==> config.mk <==
export PLATFORM = sky130hd
export DESIGN_NAME = hci_uart_xport
export DESIGN_NICKNAME = d
export VERILOG_FILES = /design/src/rtl/hci_uart_pkg.sv /design/src/rtl/hci_byte_fifo.sv /design/src/rtl/hci_baud_ctl.sv /design/src/rtl/hci_uart_tx.sv /design/src/rtl/hci_uart_rx.sv /design/src/rtl/hci_uart_xport.sv
export SDC_FILE = /design/constraint.sdc
export NUM_CORES = 1
export LEC_CHECK = 0
export BUFFER_PORTS_ARGS = -buffer_cell sky130_fd_sc_hd__buf_4
export CAP_MARGIN = 10
export CORE_MARGIN = 2
export CORE_UTILIZATION = 40
export CTS_BUF_LIST = sky130_fd_sc_hd__clkbuf_16
export CTS_CLUSTER_DIAMETER = 30
export DETAILED_ROUTE_END_ITERATION = 10
export SYNTH_ARGS = -nofsm -noshare
export SYNTH_HDL_FRONTEND = slang
export SYNTH_SLANG_ARGS = --single-unit
==> constraint.sdc <==
create_clock -name clk -period 13 [get_ports clk]
set_clock_uncertainty 0.05 [all_clocks]
set_input_delay 1.3 -clock clk [delete_from_list [all_inputs] [get_ports clk]]
set_output_delay 1.3 -clock clk [all_outputs]
set_load 0.01 [all_outputs]
==> src/rtl/hci_uart_pkg.sv <==
package hci_uart_pkg;

    localparam int BYTE_W = 8;
    localparam int OVS    = 16;
    localparam int MID    = 8;
    localparam int ERR_W  = 6;

    localparam int ERR_BREAK = 0;
    localparam int ERR_IDLE  = 1;
    localparam int ERR_FRAME = 2;
    localparam int ERR_OVFL  = 3;
    localparam int ERR_PAR   = 4;
    localparam int ERR_UNDF  = 5;

    typedef enum logic [1:0] {
        PAR_NONE = 2'd0,
        PAR_EVEN = 2'd1,
        PAR_ODD  = 2'd2,
        PAR_RSVD = 2'd3
    } par_mode_e;

    typedef enum logic [2:0] {
        RX_IDLE,
        RX_START,
        RX_DATA,
        RX_PAR,
        RX_STOP,
        RX_WAIT_HI
    } rx_state_e;

    typedef enum logic {
        TX_IDLE,
        TX_SHIFT
    } tx_state_e;

    typedef struct packed {
        logic brk;
        logic idle;
        logic frame;
        logic par;
    } rx_evt_t;

    function automatic logic maj3(input logic a, input logic b, input logic c);
        return (a & b) | (a & c) | (b & c);
    endfunction

    function automatic logic par_on(input logic [1:0] mode);
        return (mode == PAR_EVEN) || (mode == PAR_ODD);
    endfunction

    function automatic logic par_bit(input logic [BYTE_W-1:0] d, input logic [1:0] mode);
        return (^d) ^ (mode == PAR_ODD);
    endfunction

    // oversample ticks in one whole frame
    function automatic logic [8:0] frame_ticks(input logic [1:0] mode);
        return par_on(mode) ? 9'(11 * OVS) : 9'(10 * OVS);
    endfunction

endpackage

==> src/rtl/hci_byte_fifo.sv <==
module hci_byte_fifo #(
    parameter int W     = 8,
    parameter int DEPTH = 16,
    localparam int AW   = $clog2(DEPTH),
    localparam int LW   = $clog2(DEPTH + 1)
) (
    input  logic          clk,
    input  logic          rst,
    input  logic          push,
    input  logic [W-1:0]  din,
    input  logic          pop,
    output logic [W-1:0]  dout,
    output logic          empty,
    output logic          full,
    output logic [LW-1:0] level
);

    logic [W-1:0]  mem [DEPTH];
    logic [AW-1:0] wp, rp;
    logic [LW-1:0] cnt;
    logic          do_push, do_pop;

    function automatic logic [AW-1:0] nxt(input logic [AW-1:0] p);
        return (p == AW'(DEPTH - 1)) ? '0 : p + 1'b1;
    endfunction

    assign full    = (cnt == LW'(DEPTH));
    assign empty   = (cnt == '0);
    assign do_push = push && !full;
    assign do_pop  = pop && !empty;
    assign dout    = mem[rp];
    assign level   = cnt;

    always_ff @(posedge clk) begin
        if (do_push) mem[wp] <= din;
    end

    always_ff @(posedge clk) begin
        if (rst) begin
            wp  <= '0;
            rp  <= '0;
            cnt <= '0;
        end else begin
            if (do_push) wp <= nxt(wp);
            if (do_pop)  rp <= nxt(rp);
            cnt <= cnt + LW'(do_push) - LW'(do_pop);
        end
    end

endmodule

==> src/rtl/hci_baud_ctl.sv <==
module hci_baud_ctl #(
    parameter int DIV_W   = 16,
    parameter int DEF_DIV = 26,
    parameter int MIN_DIV = 1
) (
    input  logic             clk,
    input  logic             rst,
    input  logic [DIV_W-1:0] div_req,
    input  logic             div_load,
    input  logic             drained,
    output logic             tick,
    output logic [DIV_W-1:0] div_active
);

    logic [DIV_W-1:0] div_q, pend_div_q, cnt_q;
    logic             pend_q, apply;

    function automatic logic [DIV_W-1:0] clamp_div(input logic [DIV_W-1:0] r);
        if (r < DIV_W'(MIN_DIV)) return DIV_W'(MIN_DIV);
        if (r > DIV_W'(DEF_DIV)) return DIV_W'(DEF_DIV);
        return r;
    endfunction

    assign apply      = pend_q && drained;
    assign tick       = (cnt_q == div_q - 1'b1);
    assign div_active = div_q;

    always_ff @(posedge clk) begin
        if (rst) begin
            div_q      <= DIV_W'(DEF_DIV);
            pend_div_q <= DIV_W'(DEF_DIV);
            pend_q     <= 1'b0;
            cnt_q      <= '0;
        end else begin
            if (div_load) begin
                pend_q     <= 1'b1;
                pend_div_q <= clamp_div(div_req);
            end else if (apply) begin
                pend_q <= 1'b0;
            end
            if (apply) div_q <= pend_div_q;
            cnt_q <= (apply || tick) ? '0 : cnt_q + 1'b1;
        end
    end

endmodule

==> src/rtl/hci_uart_tx.sv <==
module hci_uart_tx
    import hci_uart_pkg::*;
(
    input  logic              clk,
    input  logic              rst,
    input  logic              tick,
    input  logic [1:0]        cfg_par,
    input  logic              cts_stop,
    input  logic              msg_active,
    input  logic              fifo_empty,
    input  logic [BYTE_W-1:0] fifo_data,
    output logic              fifo_pop,
    output logic              txd,
    output logic              busy,
    output logic              underflow
);

    tx_state_e   state;
    logic [10:0] sh;
    logic [3:0]  left;
    logic [3:0]  sub;

    assign fifo_pop = (state == TX_IDLE) && tick && !fifo_empty && !cts_stop;
    assign busy     = (state == TX_SHIFT);
    assign txd      = busy ? sh[0] : 1'b1;

    always_ff @(posedge clk) begin
        if (rst) begin
            state     <= TX_IDLE;
            sh        <= '1;
            left      <= '0;
            sub       <= '0;
            underflow <= 1'b0;
        end else begin
            underflow <= 1'b0;
            case (state)
                TX_IDLE: begin
                    if (fifo_pop) begin
                        sh    <= par_on(cfg_par) ? {1'b1, par_bit(fifo_data, cfg_par), fifo_data, 1'b0}
                                                 : {2'b11, fifo_data, 1'b0};
                        left  <= par_on(cfg_par) ? 4'd11 : 4'd10;
                        sub   <= '0;
                        state <= TX_SHIFT;
                    end
                end
                TX_SHIFT: begin
                    if (tick) begin
                        sub <= sub + 1'b1;
                        if (sub == 4'(OVS - 1)) begin
                            sh   <= {1'b1, sh[10:1]};
                            left <= left - 1'b1;
                            if (left == 4'd1) begin
                                state     <= TX_IDLE;
                                underflow <= msg_active && fifo_empty;
                            end
                        end
                    end
                end
                default: state <= TX_IDLE;
            endcase
        end
    end

endmodule

==> src/rtl/hci_uart_rx.sv <==
module hci_uart_rx
    import hci_uart_pkg::*;
(
    input  logic              clk,
    input  logic              rst,
    input  logic              tick,
    input  logic              rxd,
    input  logic [1:0]        cfg_par,
    output logic              push,
    output logic [BYTE_W-1:0] data,
    output rx_evt_t           evt
);

    rx_state_e         state;
    logic [3:0]        sub;
    logic [2:0]        bitn;
    logic [1:0]        samp;
    logic [BYTE_W-1:0] shreg;
    logic              parv;
    logic [8:0]        lowcnt, hicnt;
    logic              armed;
    logic              vote, mid, last;
    logic [8:0]        ftick;

    assign vote  = maj3(samp[1], samp[0], rxd);
    assign mid   = tick && (sub == 4'(MID));
    assign last  = tick && (sub == 4'(OVS - 1));
    assign ftick = frame_ticks(cfg_par);
    assign data  = shreg;

    always_ff @(posedge clk) begin
        if (rst) begin
            state  <= RX_IDLE;
            sub    <= '0;
            bitn   <= '0;
            samp   <= 2'b11;
            shreg  <= '0;
            parv   <= 1'b0;
            lowcnt <= '0;
            hicnt  <= '0;
            armed  <= 1'b0;
            push   <= 1'b0;
            evt    <= '0;
        end else begin
            push <= 1'b0;
            evt  <= '0;
            if (tick) samp <= {samp[0], rxd};

            // line held low beyond one frame
            if (rxd) begin
                lowcnt <= '0;
            end else if (tick && lowcnt != '1) begin
                lowcnt <= lowcnt + 1'b1;
                if (lowcnt == ftick) evt.brk <= 1'b1;
            end

            // line quiet for one frame after a completed frame
            if (!rxd) begin
                hicnt <= '0;
            end else if (tick && armed) begin
                if (hicnt == ftick - 1'b1) begin
                    evt.idle <= 1'b1;
                    armed    <= 1'b0;
                    hicnt    <= '0;
                end else begin
                    hicnt <= hicnt + 1'b1;
                end
            end

            case (state)
                RX_IDLE: begin
                    if (!rxd) begin
                        state <= RX_START;
                        sub   <= '0;
                    end
                end
                RX_START: begin
                    if (tick) sub <= sub + 1'b1;
                    if (mid && vote) begin
                        state <= RX_IDLE;
                    end else if (last) begin
                        state <= RX_DATA;
                        bitn  <= '0;
                    end
                end
                RX_DATA: begin
                    if (tick) sub <= sub + 1'b1;
                    if (mid) shreg <= {vote, shreg[BYTE_W-1:1]};
                    if (last) begin
                        bitn <= bitn + 1'b1;
                        if (bitn == 3'd7) state <= par_on(cfg_par) ? RX_PAR : RX_STOP;
                    end
                end
                RX_PAR: begin
                    if (tick) sub <= sub + 1'b1;
                    if (mid)  parv <= vote;
                    if (last) state <= RX_STOP;
                end
                RX_STOP: begin
                    if (tick) sub <= sub + 1'b1;
                    if (mid) begin
                        if (!vote) begin
                            evt.frame <= 1'b1;
                            state     <= RX_WAIT_HI;
                        end else begin
                            armed <= 1'b1;
                            hicnt <= '0;
                            state <= RX_IDLE;
                            if (par_on(cfg_par) && (parv != par_bit(shreg, cfg_par)))
                                evt.par <= 1'b1;
                            else
                                push <= 1'b1;
                        end
                    end
                end
                RX_WAIT_HI: begin
                    if (rxd) state <= RX_IDLE;
                end
                default: state <= RX_IDLE;
            endcase
        end
    end

endmodule

==> src/rtl/hci_uart_xport.sv <==
module hci_uart_xport
    import hci_uart_pkg::*;
#(
    parameter int DIV_W      = 16,
    parameter int DEF_DIV    = 26,
    parameter int MIN_DIV    = 1,
    parameter int FIFO_DEPTH = 16,
    localparam int LVL_W     = $clog2(FIFO_DEPTH + 1)
) (
    input  logic              clk,
    input  logic              rst,
    input  logic              uart_rx,
    output logic              uart_tx,
    input  logic              cts_stop,
    output logic              rts_stop,
    input  logic [7:0]        tx_data,
    input  logic              tx_valid,
    output logic              tx_ready,
    input  logic              tx_msg_active,
    output logic [7:0]        rx_data,
    output logic              rx_valid,
    input  logic              rx_pop,
    output logic [LVL_W-1:0]  rx_level,
    input  logic [1:0]        cfg_parity,
    input  logic [LVL_W-1:0]  cfg_rts_thresh,
    input  logic [LVL_W-1:0]  cfg_rts_hyst,
    input  logic [DIV_W-1:0]  cfg_div,
    input  logic              cfg_div_load,
    output logic [DIV_W-1:0]  div_active,
    output logic [5:0]        err_flags,
    input  logic [5:0]        err_clr
);

    // two-flop synchronisers for the asynchronous line inputs
    localparam int NSYNC = 2;
    logic [NSYNC-1:0] sync_in, sync_rst, sync_out;
    assign sync_in  = {cts_stop, uart_rx};
    assign sync_rst = 2'b01;

    for (genvar g = 0; g < NSYNC; g++) begin : g_sync
        logic [1:0] ff;
        always_ff @(posedge clk) begin
            if (rst) ff <= {2{sync_rst[g]}};
            else     ff <= {ff[0], sync_in[g]};
        end
        assign sync_out[g] = ff[1];
    end

    logic rx_s, cts_s;
    assign rx_s  = sync_out[0];
    assign cts_s = sync_out[1];

    logic              tick;
    logic              tx_empty, tx_full, tx_pop, tx_busy, tx_undf;
    logic [BYTE_W-1:0] tx_head;
    logic [LVL_W-1:0]  tx_level;
    logic              rx_push, rx_full, rx_empty;
    logic [BYTE_W-1:0] rx_byte;
    rx_evt_t           rx_evt;

    hci_baud_ctl #(
        .DIV_W  (DIV_W),
        .DEF_DIV(DEF_DIV),
        .MIN_DIV(MIN_DIV)
    ) u_baud (
        .clk       (clk),
        .rst       (rst),
        .div_req   (cfg_div),
        .div_load  (cfg_div_load),
        .drained   (tx_empty && !tx_busy),
        .tick      (tick),
        .div_active(div_active)
    );

    hci_byte_fifo #(.W(BYTE_W), .DEPTH(FIFO_DEPTH)) u_txq (
        .clk  (clk),
        .rst  (rst),
        .push (tx_valid),
        .din  (tx_data),
        .pop  (tx_pop),
        .dout (tx_head),
        .empty(tx_empty),
        .full (tx_full),
        .level(tx_level)
    );

    hci_uart_tx u_tx (
        .clk       (clk),
        .rst       (rst),
        .tick      (tick),
        .cfg_par   (cfg_parity),
        .cts_stop  (cts_s),
        .msg_active(tx_msg_active),
        .fifo_empty(tx_empty),
        .fifo_data (tx_head),
        .fifo_pop  (tx_pop),
        .txd       (uart_tx),
        .busy      (tx_busy),
        .underflow (tx_undf)
    );

    hci_uart_rx u_rx (
        .clk    (clk),
        .rst    (rst),
        .tick   (tick),
        .rxd    (rx_s),
        .cfg_par(cfg_parity),
        .push   (rx_push),
        .data   (rx_byte),
        .evt    (rx_evt)
    );

    hci_byte_fifo #(.W(BYTE_W), .DEPTH(FIFO_DEPTH)) u_rxq (
        .clk  (clk),
        .rst  (rst),
        .push (rx_push),
        .din  (rx_byte),
        .pop  (rx_pop),
        .dout (rx_data),
        .empty(rx_empty),
        .full (rx_full),
        .level(rx_level)
    );

    assign tx_ready = !tx_full;
    assign rx_valid = !rx_empty;

    // stop request toward the host, with release hysteresis
    logic             rts_q;
    logic [LVL_W:0]   rel_sum;
    assign rel_sum  = {1'b0, rx_level} + {1'b0, cfg_rts_hyst};
    assign rts_stop = rts_q;

    always_ff @(posedge clk) begin
        if (rst)                                rts_q <= 1'b0;
        else if (rx_level > cfg_rts_thresh)     rts_q <= 1'b1;
        else if (rel_sum < {1'b0, cfg_rts_thresh}) rts_q <= 1'b0;
    end

    // sticky error flags, write-one-to-clear, set wins
    logic [ERR_W-1:0] err_q, err_set;
    always_comb begin
        err_set            = '0;
        err_set[ERR_BREAK] = rx_evt.brk;
        err_set[ERR_IDLE]  = rx_evt.idle;
        err_set[ERR_FRAME] = rx_evt.frame;
        err_set[ERR_OVFL]  = rx_push && rx_full;
        err_set[ERR_PAR]   = rx_evt.par;
        err_set[ERR_UNDF]  = tx_undf;
    end

    always_ff @(posedge clk) begin
        if (rst) err_q <= '0;
        else     err_q <= (err_q & ~err_clr) | err_set;
    end
    assign err_flags = err_q;

endmodule

# ---- After elaboration in Yosys (flattened, before gate mapping)
# Memories as Yosys holds them, arrays and structs flattened. A register that Yosys moved wholly into a read port is not among the register bits.
# Cells that the tools add are included.
dict set report op_classes {
  add_sub_neg 18
  n_lt_le_gt_ge 4
  n_eq_ne 36
  muxes 82
  bitwise 20
  n_reduce_logical 49
}
# operator n
set ops {}
lappend ops {{$mux 16} 4}
lappend ops {{$mux 4} 15}
lappend ops {{$mux 9} 6}
lappend ops {{$mux 3} 13}
lappend ops {{$mux 11} 3}
lappend ops {{$mux 1} 32}
lappend ops {{$eq 4x4->1 const B} 7}
lappend ops {{$add 4x1->4 const B} 6}
lappend ops {{$pmux 4 s2} 3}
lappend ops {{$pmux 11 s2} 1}
lappend ops {{$add 9x1->9 const B} 2}
lappend ops {{$eq 9x9->1} 2}
lappend ops {{$pmux 3 s6} 1}
lappend ops {{$logic_and 1x1->1} 17}
lappend ops {{$add 16x1->16 const B} 1}
lappend ops {{$eq 16x16->1} 1}
lappend ops {{$gt 16x5->1 const B} 1}
lappend ops {{$lt 16x1->1 const B} 1}
lappend ops {{$reduce_xor 8->1} 2}
lappend ops {{$sub 16x1->16 const B} 1}
lappend ops {{$ne 2x1->1 const B} 6}
lappend ops {{$ne 2x2->1 const B} 6}
lappend ops {{$add 5x1->5} 2}
lappend ops {{$eq 5x5->1 const B} 2}
lappend ops {{other kinds (40)} 74}
dict set report word_totals {
  regBits 152
  ram_bits 256
  in_bits 50
  elab_cells 244
  memories 2
}
# name depth width rd rd_ports_with_merged_regs wr line
set mem_list {}
lappend mem_list {u_rxq.mem 16 8 1 1 1 hci_byte_fifo.sv:18} ;# logic [W-1:0] mem [DEPTH];
lappend mem_list {u_txq.mem 16 8 1 1 1 hci_byte_fifo.sv:18}

# ---- Depth between registers and ports, before layout
# Gate-level depths: netlist (run 1).
dict set report depth {
  depth_word 11
  depth_mapped 20
  ltp_nobuf 19
}

# ---- Cells and area by module
# Synthesis (run 1) repeated with hierarchy kept, for this count alone.
dict set report unflattened {
  hier_cells 1352
  hier_area_um2 18171.2
}
# mod n_inst cells_per_inst area_each_um2 seq_area_each_um2
set by_module_without_submodules {}
lappend by_module_without_submodules {hci_byte_fifo 2 303 5821.8 4184.0}
lappend by_module_without_submodules {hci_baud_ctl 1 288 2442.3 980.9}
lappend by_module_without_submodules {hci_uart_rx 1 264 2306.0 900.9}
lappend by_module_without_submodules {hci_uart_tx 1 110 1032.2 400.4}
lappend by_module_without_submodules {hci_uart_xport 1 84 747.0 220.2}

# ---- Worst setup path after synthesis (run 1)
# OpenSTA, ideal clock, no wires.
dict set report synth_path {
  kind {reg2reg}
  startpoint {register u_baud.div_q[9] (netlist: u_baud.div_active[9])}
  endpoint {register u_txq.cnt[4] (netlist: u_txq.level[4])}
  setup_time_ps 132
  arrival_time_ps 3958
  required_time_ps 12818
  setup_slack_ps 8860
  stages_incl_launch_ff 20
  path_buffers 2
  period_less_slack_ps 4140
  path_cell_list {dfxtp_1 buf_6 or4_4 or3_1 a211oi_1 o22ai_1 or4b_4 nor2_4 clkbuf_1 and2_1 ha_1 inv_1 ha_1 inv_1 fa_1 inv_1 a21oi_1 nor2_1 or3_1 a21oi_1}
}
dict set report synth_between {
  elab_chain_cells 7
}
# element line
set synth_rtl {}
lappend synth_rtl {{start: declaration} hci_baud_ctl.sv:15} ;# logic [DIV_W-1:0] div_q, pend_div_q, cnt_q;
lappend synth_rtl {{start signal: assignment} hci_baud_ctl.sv:30} ;# div_q <= DIV_W'(DEF_DIV);
lappend synth_rtl {{start signal: assignment} hci_baud_ctl.sv:41} ;# if (apply) div_q <= pend_div_q;
lappend synth_rtl {{$sub 16x1->16} hci_baud_ctl.sv:25} ;# assign tick = (cnt_q == div_q - 1'b1);
lappend synth_rtl {{$eq 16x16->1} hci_baud_ctl.sv:25}
lappend synth_rtl {{$logic_and 1x1->1 (3 in series)} hci_uart_tx.sv:23} ;# assign fifo_pop = (state == TX_IDLE) && tick && !fifo_empty && !cts_stop;
lappend synth_rtl {{$logic_and 1x1->1} hci_byte_fifo.sv:30} ;# assign do_pop = pop && !empty;
lappend synth_rtl {{$sub 5x1->5} hci_byte_fifo.sv:46} ;# cnt <= cnt + LW'(do_push) - LW'(do_pop);
lappend synth_rtl {{end signal: assignment} hci_byte_fifo.sv:46}
lappend synth_rtl {{end: declaration} hci_byte_fifo.sv:20} ;# logic [LW-1:0] cnt;
# Every way passes these cells.
# A chain may end at the register's enable or synchronous reset.

# ---- Worst setup path in the final report (run 1)
dict set report layout_path {
  startpoint {register u_baud.div_q[0] (netlist: u_baud.div_active[0])}
  endpoint {register u_txq.cnt[4] (netlist: u_txq.level[4])}
}
# The elaborated chain is that of the path after synthesis.

==> impl_metrics.json, run 1 <==
{
  "netlist-cell-type-count": 66,
  "first_pass_iters": 5,
  "portBuffers": 88,
  "syn_inst": 1334,
  "die_area_um2": 45800,
  "cts-htree-levels": 3,
  "cts_buffer_depth": 3,
  "post_drt_wl_per_cell_um": 17.7,
  "routed-via-count": 10832,
  "crit_type": "reg2reg",
  "peakVddDrop_mv": 0.112,
  "core_um2": 43400,
  "clock_sinks": 415,
  "hold_depth": 1,
  "relSlewSlack_pct": 32.2,
  "crit_slowest_cell": "a21oi_1",
  "clock.fmax_mhz": 220,
  "cts_tree": "yes",
  "cp_max_fo": 13,
  "worstHoldEndpoint": "g_sync[0].ff[1]",
  "p_per_area_nw_per_um2": 188,
  "placed_cell_area_um2": 18900,
  "rr_worst_depth": 19,
  "min_period_over_period_pct": 34.9,
  "drive_above_1_share_pct": 22.0,
  "final_cell_count_no_fill": 2127,
  "grt_pass1_wl_mm": 60.4,
  "setup_tns_ps": 0,
  "routed_via_density": 5.09,
  "r2r-end": "u_txq.level[4]",
  "synthArstFlopShare_pct": 0,
  "status": "finished clean",
  "final_antenna_net_count": 0,
  "syn-cell-area_um2": 17700,
  "worstReg2RegStart": "u_baud.div_active[0]",
  "clk_pin_slew_ps": 50,
  "dp_cells": 1958,
  "arrival_ps": 5000,
  "dieWidth_um": 214,
  "rrSetupSlack_ps": 8460,
  "tightestPinTransition_ps": 1010,
  "clock_latency_ps": 600,
  "antennaDiodeCount": 0,
  "min-delay-start": "g_sync[0].ff[0]",
  "rows": 76,
  "cp-end-kind": "flip-flop",
  "route.final.wire_length_mm": 37.6,
  "grt_max_degree": 78,
  "syn2layout_area_growth_pct": 24.2,
  "ys_warn_count": 0,
  "cpMostUsedCell": "inv_1",
  "cp-start-kind": "flip-flop",
  "nets": 1568,
  "gr-total-overflow": 0,
  "ys_ff_latch": 415,
  "grt_antenna_before_repair": 0,
  "drv_slew": 0,
  "initial_core_util_pct": 40.7,
  "ctsHoldBuffers": 0,
  "die_y_um": 214,
  "root_buffer": "clkbuf_16",
  "grt_pass1_vias": 11097,
  "fin_total_pwr_mw": 4.12,
  "syn-num-nets": 1437,
  "cts-buffers-inserted": 89,
  "synth_edf_count": 256,
  "drt-initial-drc-count": 735,
  "crit_chain": "inv_1 -> ha_1 -> nor3b_1 -> a31oi_1 -> a211o_1 -> and3_1 -> a21oi_1 -> nor2_4 -> and2_1 -> ha_1 -> inv_1 -> ha_1 -> inv_1 -> fa_1 -> inv_1 -> a21oi_1 -> nor2_1 -> or3_1 -> a21oi_1",
  "final_area_um2": 21900,
  "setup-violations-final": 0,
  "required_ps": 13460,
  "min_period_ps": 4540,
  "post_cts.resized_instances": 0,
  "maxCapViolCount": 0,
  "cts_setup_buffers": 0,
  "synth_ff_type": "edfxtp_1",
  "ys_seq_area_share_pct": 61.6,
  "power.leakage_nw": 7.90,
  "slowest_delay_ps": 610,
  "gp_congestion": 0.802,
  "hold_class": "reg2reg",
  "hold_violations": 0,
  "drc": 0,
  "nFillCells": 3782,
  "rsz0062_at_grt": "false",
  "grt_usage_pct": 16.6,
  "ios": 89,
  "syn_area_per_cell_um2": 13.2,
  "hpwl_mm": 24.0
}
routing by layer:
layer / vias to the layer above / routed length (µm) / track usage (%)
met5: - / 0 / 0
met4: 0 / 789 / 6.20
met3: 65 / 1510 / 3.45
met2: 199 / 18400 / 27.6
met1: 5329 / 16900 / 21.6
li1: 5239 / - / -
critical path: cells and delay by family, from the launching register on:
kind,cells,cell delay [ps]
buf+inv,4,230
flops,1,370
simple gates,6,1510
fa+ha+maj,4,890
compound gates,5,1380
through the flow:
step | setup WS (ps) | hold slack, ps | utilization [%]
2_1_floorplan | 8860 | 339 | -
3_3_place_gp | 8590 | 358 | 43.6
3_5_place_dp | 8510 | 367 | 43.6
4_1_cts | 8460 | 376 | 50.6
5_1_grt | 8110 | 393 | 50.6
6_report | 8460 | 372 | 50.6
synth_stat cells (all sizes together) (3+ instances only):
cell type,number,area (µm²)
edfxtp,256,7690
dfxtp,159,3180
nor2,126,480
nand2,91,342
mux4,74,1670
a21oi,72,360
ha,50,626
clkbuf,46,173
inv,44,165
xnor2,44,385
xor2,40,350
nand3,39,195
nor3,31,155
o21ai,22,114
and2,21,131
mux2i,19,190
nor2b,19,119
buf,18,80.1
nor4,18,125
and3,15,93.8
nand2b,12,75.1
a21o,11,82.6
nand4,9,56.3
o211ai,9,67.6
or3,9,56.3
a221oi,8,70.1
a22o,7,61.3
or2,7,43.8
a211o,5,43.8
a31oi,5,31.3
a211oi,4,30.0
and4,4,35.0
or4,4,33.8
or4b,4,43.8
fa,3,60.1
nand4b,3,26.3
nor4b,3,26.3
layout make-up:
type / count / area [µm²] / share of cell area [%]
multi-input combinational: 809 / 6370 / 29.0
clock buffer: 92 / 2300 / 10.5
sequential: 415 / 10900 / 49.6
timing repair buffer: 104 / 778 / 3.55
tap: 585 / 732 / 3.34
clock inverter: 76 / 703 / 3.21
inverter: 46 / 173 / 0.787
logic make-up after synthesis:
group,Yosys count,synth area share [%]
adders and majority gates,54,3.94
muxes,94,10.6
xor gates and xnor gates,84,4.17
buffers and inverters,110,2.41
and+or+nand+nor,420,11.8
AOI/OAI and AO/OA,157,5.56
DFF,415,61.6
state kept, by name (all words and copies together) (netlist names), 6 cells and up, named ones only:
name	flops
u_rxq.mem	128
u_txq.mem	128
u_baud.cnt_q	16
u_baud.div_active	16
u_baud.pend_div_q	16
u_tx.sh	10
u_rx.hicnt	9
u_rx.lowcnt	9
u_rx.data	8
err_flags	6
power by group:
part / internal (mW) / total [mW] / leakage, nW / switching (mW)
Sequential: 1.43 / 1.47 / 3.63 / 0.0344
Clock: 1.47 / 2.19 / 1.46 / 0.724
Combinational: 0.227 / 0.468 / 2.81 / 0.240
worst max-delay path by stage:
stage	startpoint	endpoint	slack (ps)	depth (start not counted)
CTS	u_baud.div_active[0]	u_txq.level[4]	8460	19
global placement	u_baud.div_active[0]	u_txq.level[4]	8590	19
finish	u_baud.div_active[0]	u_txq.level[4]	8460	19
global route	u_baud.div_active[0]	u_txq.level[4]	8110	19
detailed placement	u_baud.div_active[0]	u_txq.level[4]	8510	19
floorplan	u_baud.div_active[9]	u_txq.level[4]	8860	19
cells in the final DEF, fill, tap and decap left out, drive strengths merged, types with 31 or more instances in the layout:
cell type	count
nand3	39
ha	50
clkinv	42
mux4	74
a21oi	72
clkbuf	92
dfxtp	159
inv	59
edfxtp	256
nand2	91
xnor2	44
xor2	40
buf	104
nor2	126
nor3	31
(Power assumes the default switching activity.)
==> run 2: changes to the inputs <==
==> constraint.sdc (replaced) <==
create_clock -name clk -period 3.7 [get_ports clk]
set_clock_uncertainty 0.05 [all_clocks]
set_input_delay 0.37 -clock clk [delete_from_list [all_inputs] [get_ports clk]]
set_output_delay 0.37 -clock clk [all_outputs]
set_load 0.01 [all_outputs]
==> impl_metrics.json, run 2 (same netlist as run 1, synthesis figures left out) <==
{
  "grt_antenna_before_repair": 0,
  "dp_cells": 2017,
  "die_area_um2": 45800,
  "gr-total-overflow": 0,
  "clock.fmax_mhz": 264,
  "routed_via_density": 5.12,
  "clk_pin_slew_ps": 50,
  "crit_type": "reg2reg",
  "final_cell_mix": "edfxtp_1, buf_4, dfxtp_1, nor2_1",
  "cts-htree-levels": 3,
  "portBuffers": 88,
  "p_clk_share_pct": 52.8,
  "core_um2": 43400,
  "hold_violations": 0,
  "violations": "negative setup slack",
  "p_seq_share_pct": 35.4,
  "hold_class": "in2reg",
  "arrival_ps": 4260,
  "drt-initial-drc-count": 662,
  "cp-start-kind": "flip-flop",
  "power.leakage_nw": 8.25,
  "maxCapViolCount": 0,
  "min_period_ps": 3790,
  "routed-via-count": 11162,
  "ios": 89,
  "cts_buffer_depth": 3,
  "nets": 1628,
  "dieWidth_um": 214,
  "place_ws_ps": -163,
  "p_per_area_nw_per_um2": 650,
  "syn2layout_area_growth_pct": 27.3,
  "die_y_um": 214,
  "drc": 0,
  "cts_tree": "yes",
  "finalWorstSetupSlack_ps": -86.4,
  "fin_total_pwr_mw": 14.6,
  "switching_power_mw": 3.50,
  "peakVddDrop_mv": 0.381,
  "final_area_um2": 22500,
  "root_buffer": "clkbuf_16",
  "drv_slew": 0,
  "power_frac_comb_pct": 11.8,
  "status": "finished, violations left",
  "rsz0062_at_grt": "true",
  "nFillCells": 3718,
  "required_ps": 4170,
  "rows": 76,
  "clock_latency_ps": 590,
  "route.final.wire_length_mm": 38.5,
  "grt_max_degree": 59,
  "reg.largest.list": "u_rxq.mem x128, u_txq.mem x128",
  "grt_usage_pct": 17.1,
  "final_antenna_net_count": 0,
  "ff_latch_area_um2": 10900,
  "internal-power_mw": 11.1,
  "post_drt_wl_per_cell_um": 17.7,
  "final_cell_count_no_fill": 2181,
  "final_common_cell": "edfxtp_1",
  "gp_congestion": 0.796,
  "antennaDiodeCount": 0,
  "first_pass_iters": 5,
  "cp_max_fo": 3,
  "setup_tns_ps": -86.4,
  "min_period_over_period_pct": 102,
  "relSlewSlack_pct": 43.3,
  "initial_core_util_pct": 40.7,
  "cts-buffers-inserted": 88,
  "grt_pass1_vias": 11541,
  "tightestPinTransition_ps": 847,
  "multiInputGateArea_um2": 6440,
  "clock_sinks": 415,
  "grt_pass1_wl_mm": 62.5,
  "placed_cell_area_um2": 19400,
  "hpwl_mm": 25.5,
  "setup-violations-final": 1,
  "drive_above_1_share_pct": 26.1,
  "cp-end-kind": "flip-flop",
  "swShare_pct": 24.0
}
[run 2: final timing paths]
path / from / cells past startpoint / end / slack (ps)
setup / recovery: u_baud.div_active[9] / 17 / u_txq.level[4] / -90
hold / removal: tx_msg_active / 3 / u_tx.underflow / 30
setup reg to reg: u_baud.div_active[9] / 17 / u_txq.level[4] / -90
hold reg to reg: g_sync[0].ff[0] / 1 / g_sync[0].ff[1] / 370
[run 2: power groups by stage]
stage	Sequential [mW]	Clock [mW]	Combinational, mW
finish	5.17	7.73	1.72
global route	5.19	8.12	1.92
CTS	5.17	7.87	1.74
detailed placement	5.26	0	1.73
global placement	5.25	0	1.69
floorplan	5.21	0	1.17
[run 2: per-layer routing]
metal	up-vias	GRT usage (%)	share of wire, %
met1	5528	22.4	45
li1	5356	-	-
met4	0	5.65	2.2
met2	204	28.2	48
met3	74	3.99	4.3
met5	-	0	0
[run 2: through the flow]
stage,util [%],hold slack (ps)
after global routing,51.8,15.6
after detailed placement,44.8,363
after floorplan,-,339
final,51.8,28.9
after CTS,51.8,0.273
after global placement,44.8,362
[run 2: worst max-delay path, stage by stage (launching register included)]
cell	delay, ps
dfxtp_2	310
or4_4	540
or3_4	380
a211oi_2	210
o22ai_2	110
or4b_4	570
nor2_4	130
and2_4	160
ha_4	120
inv_2	40
ha_4	150
inv_2	50
fa_2	180
inv_1	50
a21oi_2	120
nor2_1	50
or3_1	380
a21oi_2	120
[run 2: cell type report]
| cell class | count | share of cell area (%) |
|---|---|---|
| timing repair buffer | 165 | 5.66 |
| inverter | 46 | 0.768 |
| tap | 585 | 3.26 |
| clock inverter | 70 | 3.13 |
| sequential | 415 | 48.4 |
| clock buffer | 91 | 10.1 |
| multi-input combinational | 809 | 28.6 |
[run 2: repair_timing]
action,4_1_cts,5_1_grt
hold endpoints to repair,3,0
pin swaps,12,5
hold buffers,3,0
resized for setup,2,5
setup buffers,0,0
endpoints found under the setup margin,2,3
==> run 3: changes to the inputs <==
--- a/config.mk
+++ b/config.mk
@@ -14,4 +14,5 @@
 export DETAILED_ROUTE_END_ITERATION = 10
 export SYNTH_ARGS = -nofsm -noshare
 export SYNTH_HDL_FRONTEND = slang
+export SYNTH_HIERARCHICAL = 1
 export SYNTH_SLANG_ARGS = --single-unit
==> impl_metrics.json, run 3 <==
{
  "power.leakage_nw": 8.54,
  "syn2layout_area_growth_pct": 28.0,
  "synth_edf_count": 256,
  "route.final.wire_length_mm": 39.2,
  "rrSetupSlack_ps": -430,
  "hpwl_mm": 24.8,
  "gp_congestion": 0.819,
  "clock.fmax_mhz": 242,
  "synth_mux_area_share_pct": 9.72,
  "rows": 78,
  "root_buffer": "clkbuf_16",
  "min_period_over_period_pct": 112,
  "routed_via_density": 5.18,
  "violations": "negative setup slack",
  "critPathTopFamily": "simple AND/OR/NAND/NOR gates",
  "netlist-cell-type-count": 82,
  "cts_tree": "yes",
  "switching_power_mw": 3.64,
  "dieWidth_um": 217,
  "routed-via-count": 11634,
  "syn_area_per_cell_um2": 13.4,
  "final_antenna_net_count": 0,
  "worstHoldEndpoint": "u_baud/pend_div_q[0]",
  "initial_core_util_pct": 40.3,
  "final_common_cell": "edfxtp_1",
  "hold_violations": 0,
  "syn-num-nets": 1457,
  "status": "finished, violations left",
  "ys_seq_area_share_pct": 59.8,
  "p_seq_share_pct": 34.6,
  "crit_type": "reg2reg",
  "grt_pass1_wl_mm": 62.6,
  "synthMostInstantiatedCell": "edfxtp_1",
  "crit_chain": "inv_4 -> ha_4 -> buf_4 -> o21ba_2 -> a22oi_1 -> o2111ai_1 -> a2111o_1 -> nor4_4 -> or4b_4 -> clkinv_4 -> nand2_4 -> inv_2 -> ha_1 -> inv_1 -> ha_2 -> fa_2 -> a21oi_2 -> nor2_1 -> or3_1 -> a21oi_2",
  "synth.cells.most_frequent": "edfxtp_1, dfxtp_1, nand2_1",
  "ios": 89,
  "clk_pin_slew_ps": 50,
  "synthArstFlopShare_pct": 0,
  "reg.largest.list": "u_rxq/mem x128, u_txq/mem x128",
  "antennaDiodeCount": 0,
  "internal-power_mw": 11.3,
  "portBuffers": 88,
  "worst-path-buf-inv": 5,
  "clock_latency_ps": 630,
  "dp_cells": 2047,
  "swShare_pct": 24.4,
  "ys_ff_latch": 415,
  "die_y_um": 217,
  "ys_warn_count": 6,
  "hold_class": "in2reg",
  "final_cell_mix": "edfxtp_1, buf_4, dfxtp_1, clkbuf_16",
  "min_period_ps": 4130,
  "rsz0062_at_grt": "true",
  "grt_max_degree": 62,
  "hold_depth": 3,
  "syn_inst": 1352,
  "synthAdderAreaFrac_pct": 3.99,
  "synth_top_family_by_area": "simple AND/OR/NAND/NOR gates",
  "synth_ff_type": "edfxtp_1",
  "drc": 0,
  "die_area_um2": 47100,
  "worstReg2RegStart": "u_baud/div_active[0]",
  "cts-buffers-inserted": 92,
  "finalWorstSetupSlack_ps": -427,
  "wl_met2_mm": 18.7,
  "final_cell_count_no_fill": 2246,
  "power_frac_comb_pct": 11.1,
  "syn-cell-area_um2": 18200,
  "nets": 1671,
  "fin_total_pwr_mw": 14.9,
  "setup-violations-final": 4,
  "slowest_delay_ps": 540,
  "cp-start-kind": "flip-flop",
  "min-delay-start": "cfg_div[0]",
  "yosys.area_share.simple_pct": 12.6,
  "drive_above_1_share_pct": 24.4,
  "synth-compound-area-share_pct": 6.80,
  "r2r-end": "u_txq/level[4]",
  "cp-end-kind": "flip-flop",
  "post_drt_wl_per_cell_um": 17.5,
  "drt-initial-drc-count": 676,
  "cts_buffer_depth": 3,
  "wl_met1_mm": 17.5,
  "synth_xor_area_share_pct": 3.86,
  "core_um2": 45100,
  "required_ps": 4180,
  "wl_met3_mm": 1.92,
  "synthDominantCellAreaShare_pct": 42.3,
  "tightestPinTransition_ps": 807,
  "grt_antenna_before_repair": 0,
  "cpMostUsedCell": "a21oi_2",
  "synth.area.top_cells": "edfxtp_1, dfxtp_1, mux4_2",
  "p_per_area_nw_per_um2": 642,
  "crit_slowest_cell": "or4b_4",
  "grt_usage_pct": 16.9,
  "peakVddDrop_mv": 0.567,
  "grt_pass1_vias": 11920,
  "clock_sinks": 415,
  "p_clk_share_pct": 54.3,
  "relSlewSlack_pct": 46.1,
  "cp_max_fo": 4,
  "arrival_ps": 4610,
  "gr-total-overflow": 0,
  "rr_worst_depth": 20,
  "topRoutingLayerUsed": "met4",
  "first_pass_iters": 5,
  "synth_area_leader_cell": "edfxtp_1",
  "maxCapViolCount": 0,
  "drv_slew": 0,
  "cts-htree-levels": 3
}
==> run 3: cell count changes after synthesis, sizes merged, moves of 8 or more <==
cell / delta
a22oi: +37
buf: +16
and2: +18
nor3: -8
nor2: -35
clkbuf: -22
nor4: +9
mux4: -10
==> run 3: layer usage <==
metal,up-vias,GRT usage (%)
li1,5575,-
met1,5741,21.6
met2,247,27.4
met3,71,4.22
met4,0,7.03
met5,-,0
==> run 3: power groups by stage <==
stage | Clock (mW) | Sequential [mW] | Combinational [mW]
floorplan | 0 | 5.20 | 1.15
global placement | 0 | 5.24 | 1.58
detailed placement | 0 | 5.24 | 1.62
finish | 8.10 | 5.16 | 1.66
CTS | 8.25 | 5.16 | 1.66
global route | 8.52 | 5.18 | 1.86
==> run 3: worst max-delay path by stage <==
stage	start	endpoint	slack [ps]	cells past startpoint
2_1_floorplan	u_baud/div_active[0]	u_txq/level[4]	-1000	22
3_3_place_gp	u_baud/div_active[1]	u_txq/level[4]	-490	19
3_5_place_dp	u_baud/div_active[1]	u_txq/level[4]	-510	20
4_1_cts	u_baud/div_active[1]	u_txq/level[4]	-490	20
5_1_grt	u_baud/div_active[1]	u_txq/level[4]	-630	21
6_report	u_baud/div_active[0]	u_txq/level[4]	-430	20
==> run 3: worst reg2reg max path: stages (launching register included) <==
cell and delay [ps]:
dfxtp_2 350, inv_4 40, ha_4 150, buf_4 140
o21ba_2 190, a22oi_1 170, o2111ai_1 150, a2111o_1 420
nor4_4 390, or4b_4 540, clkinv_4 70, nand2_4 50
inv_2 40, ha_1 100, inv_1 40, ha_2 170
fa_2 350, a21oi_2 120, nor2_1 50, or3_1 350
a21oi_2 120
==> run 3: cells by family after synthesis <==
logic type,after synthesis
xor gates and xnor gates,77
DFF,415
muxes,86
AOI/OAI and AO/OA,185
buffers and inverters,111
adders and majority gates,56
and+or+nand+nor,422
==> run 3: stage by stage <==
stage	utilization (%)	instance area, µm²	hold WS, ps	setup WS (ps)	TNS (ps)
5_1_grt	51.6	23300	17.9	-634	-2020
3_5_place_dp	43.8	19800	374	-512	-1390
4_1_cts	51.4	23200	3.74	-489	-1420
2_1_floorplan	-	18200	339	-998	-5430
6_report	51.6	23300	34.9	-427	-1250
3_3_place_gp	43.8	19800	373	-485	-1170
==> run 3: final cells by class <==
class,instances,area [µm²]
well taps,600,751
repair buffers,184,1470
clock inverters,80,835
flip-flops and latches,415,10900
inverters,47,184
multi-input cells,826,6790
fillers,3852,21800
clock buffers,94,2350
==> run 3: timing repair <==
action                     4_1_cts  5_1_grt
cloned                           0        1
pin swaps                        5        4
hold endpoints to repair       113        0
resized for setup                6       12
setup endpoints to repair       11       45
buffers inserted                 4        4
hold buffers                    16        0
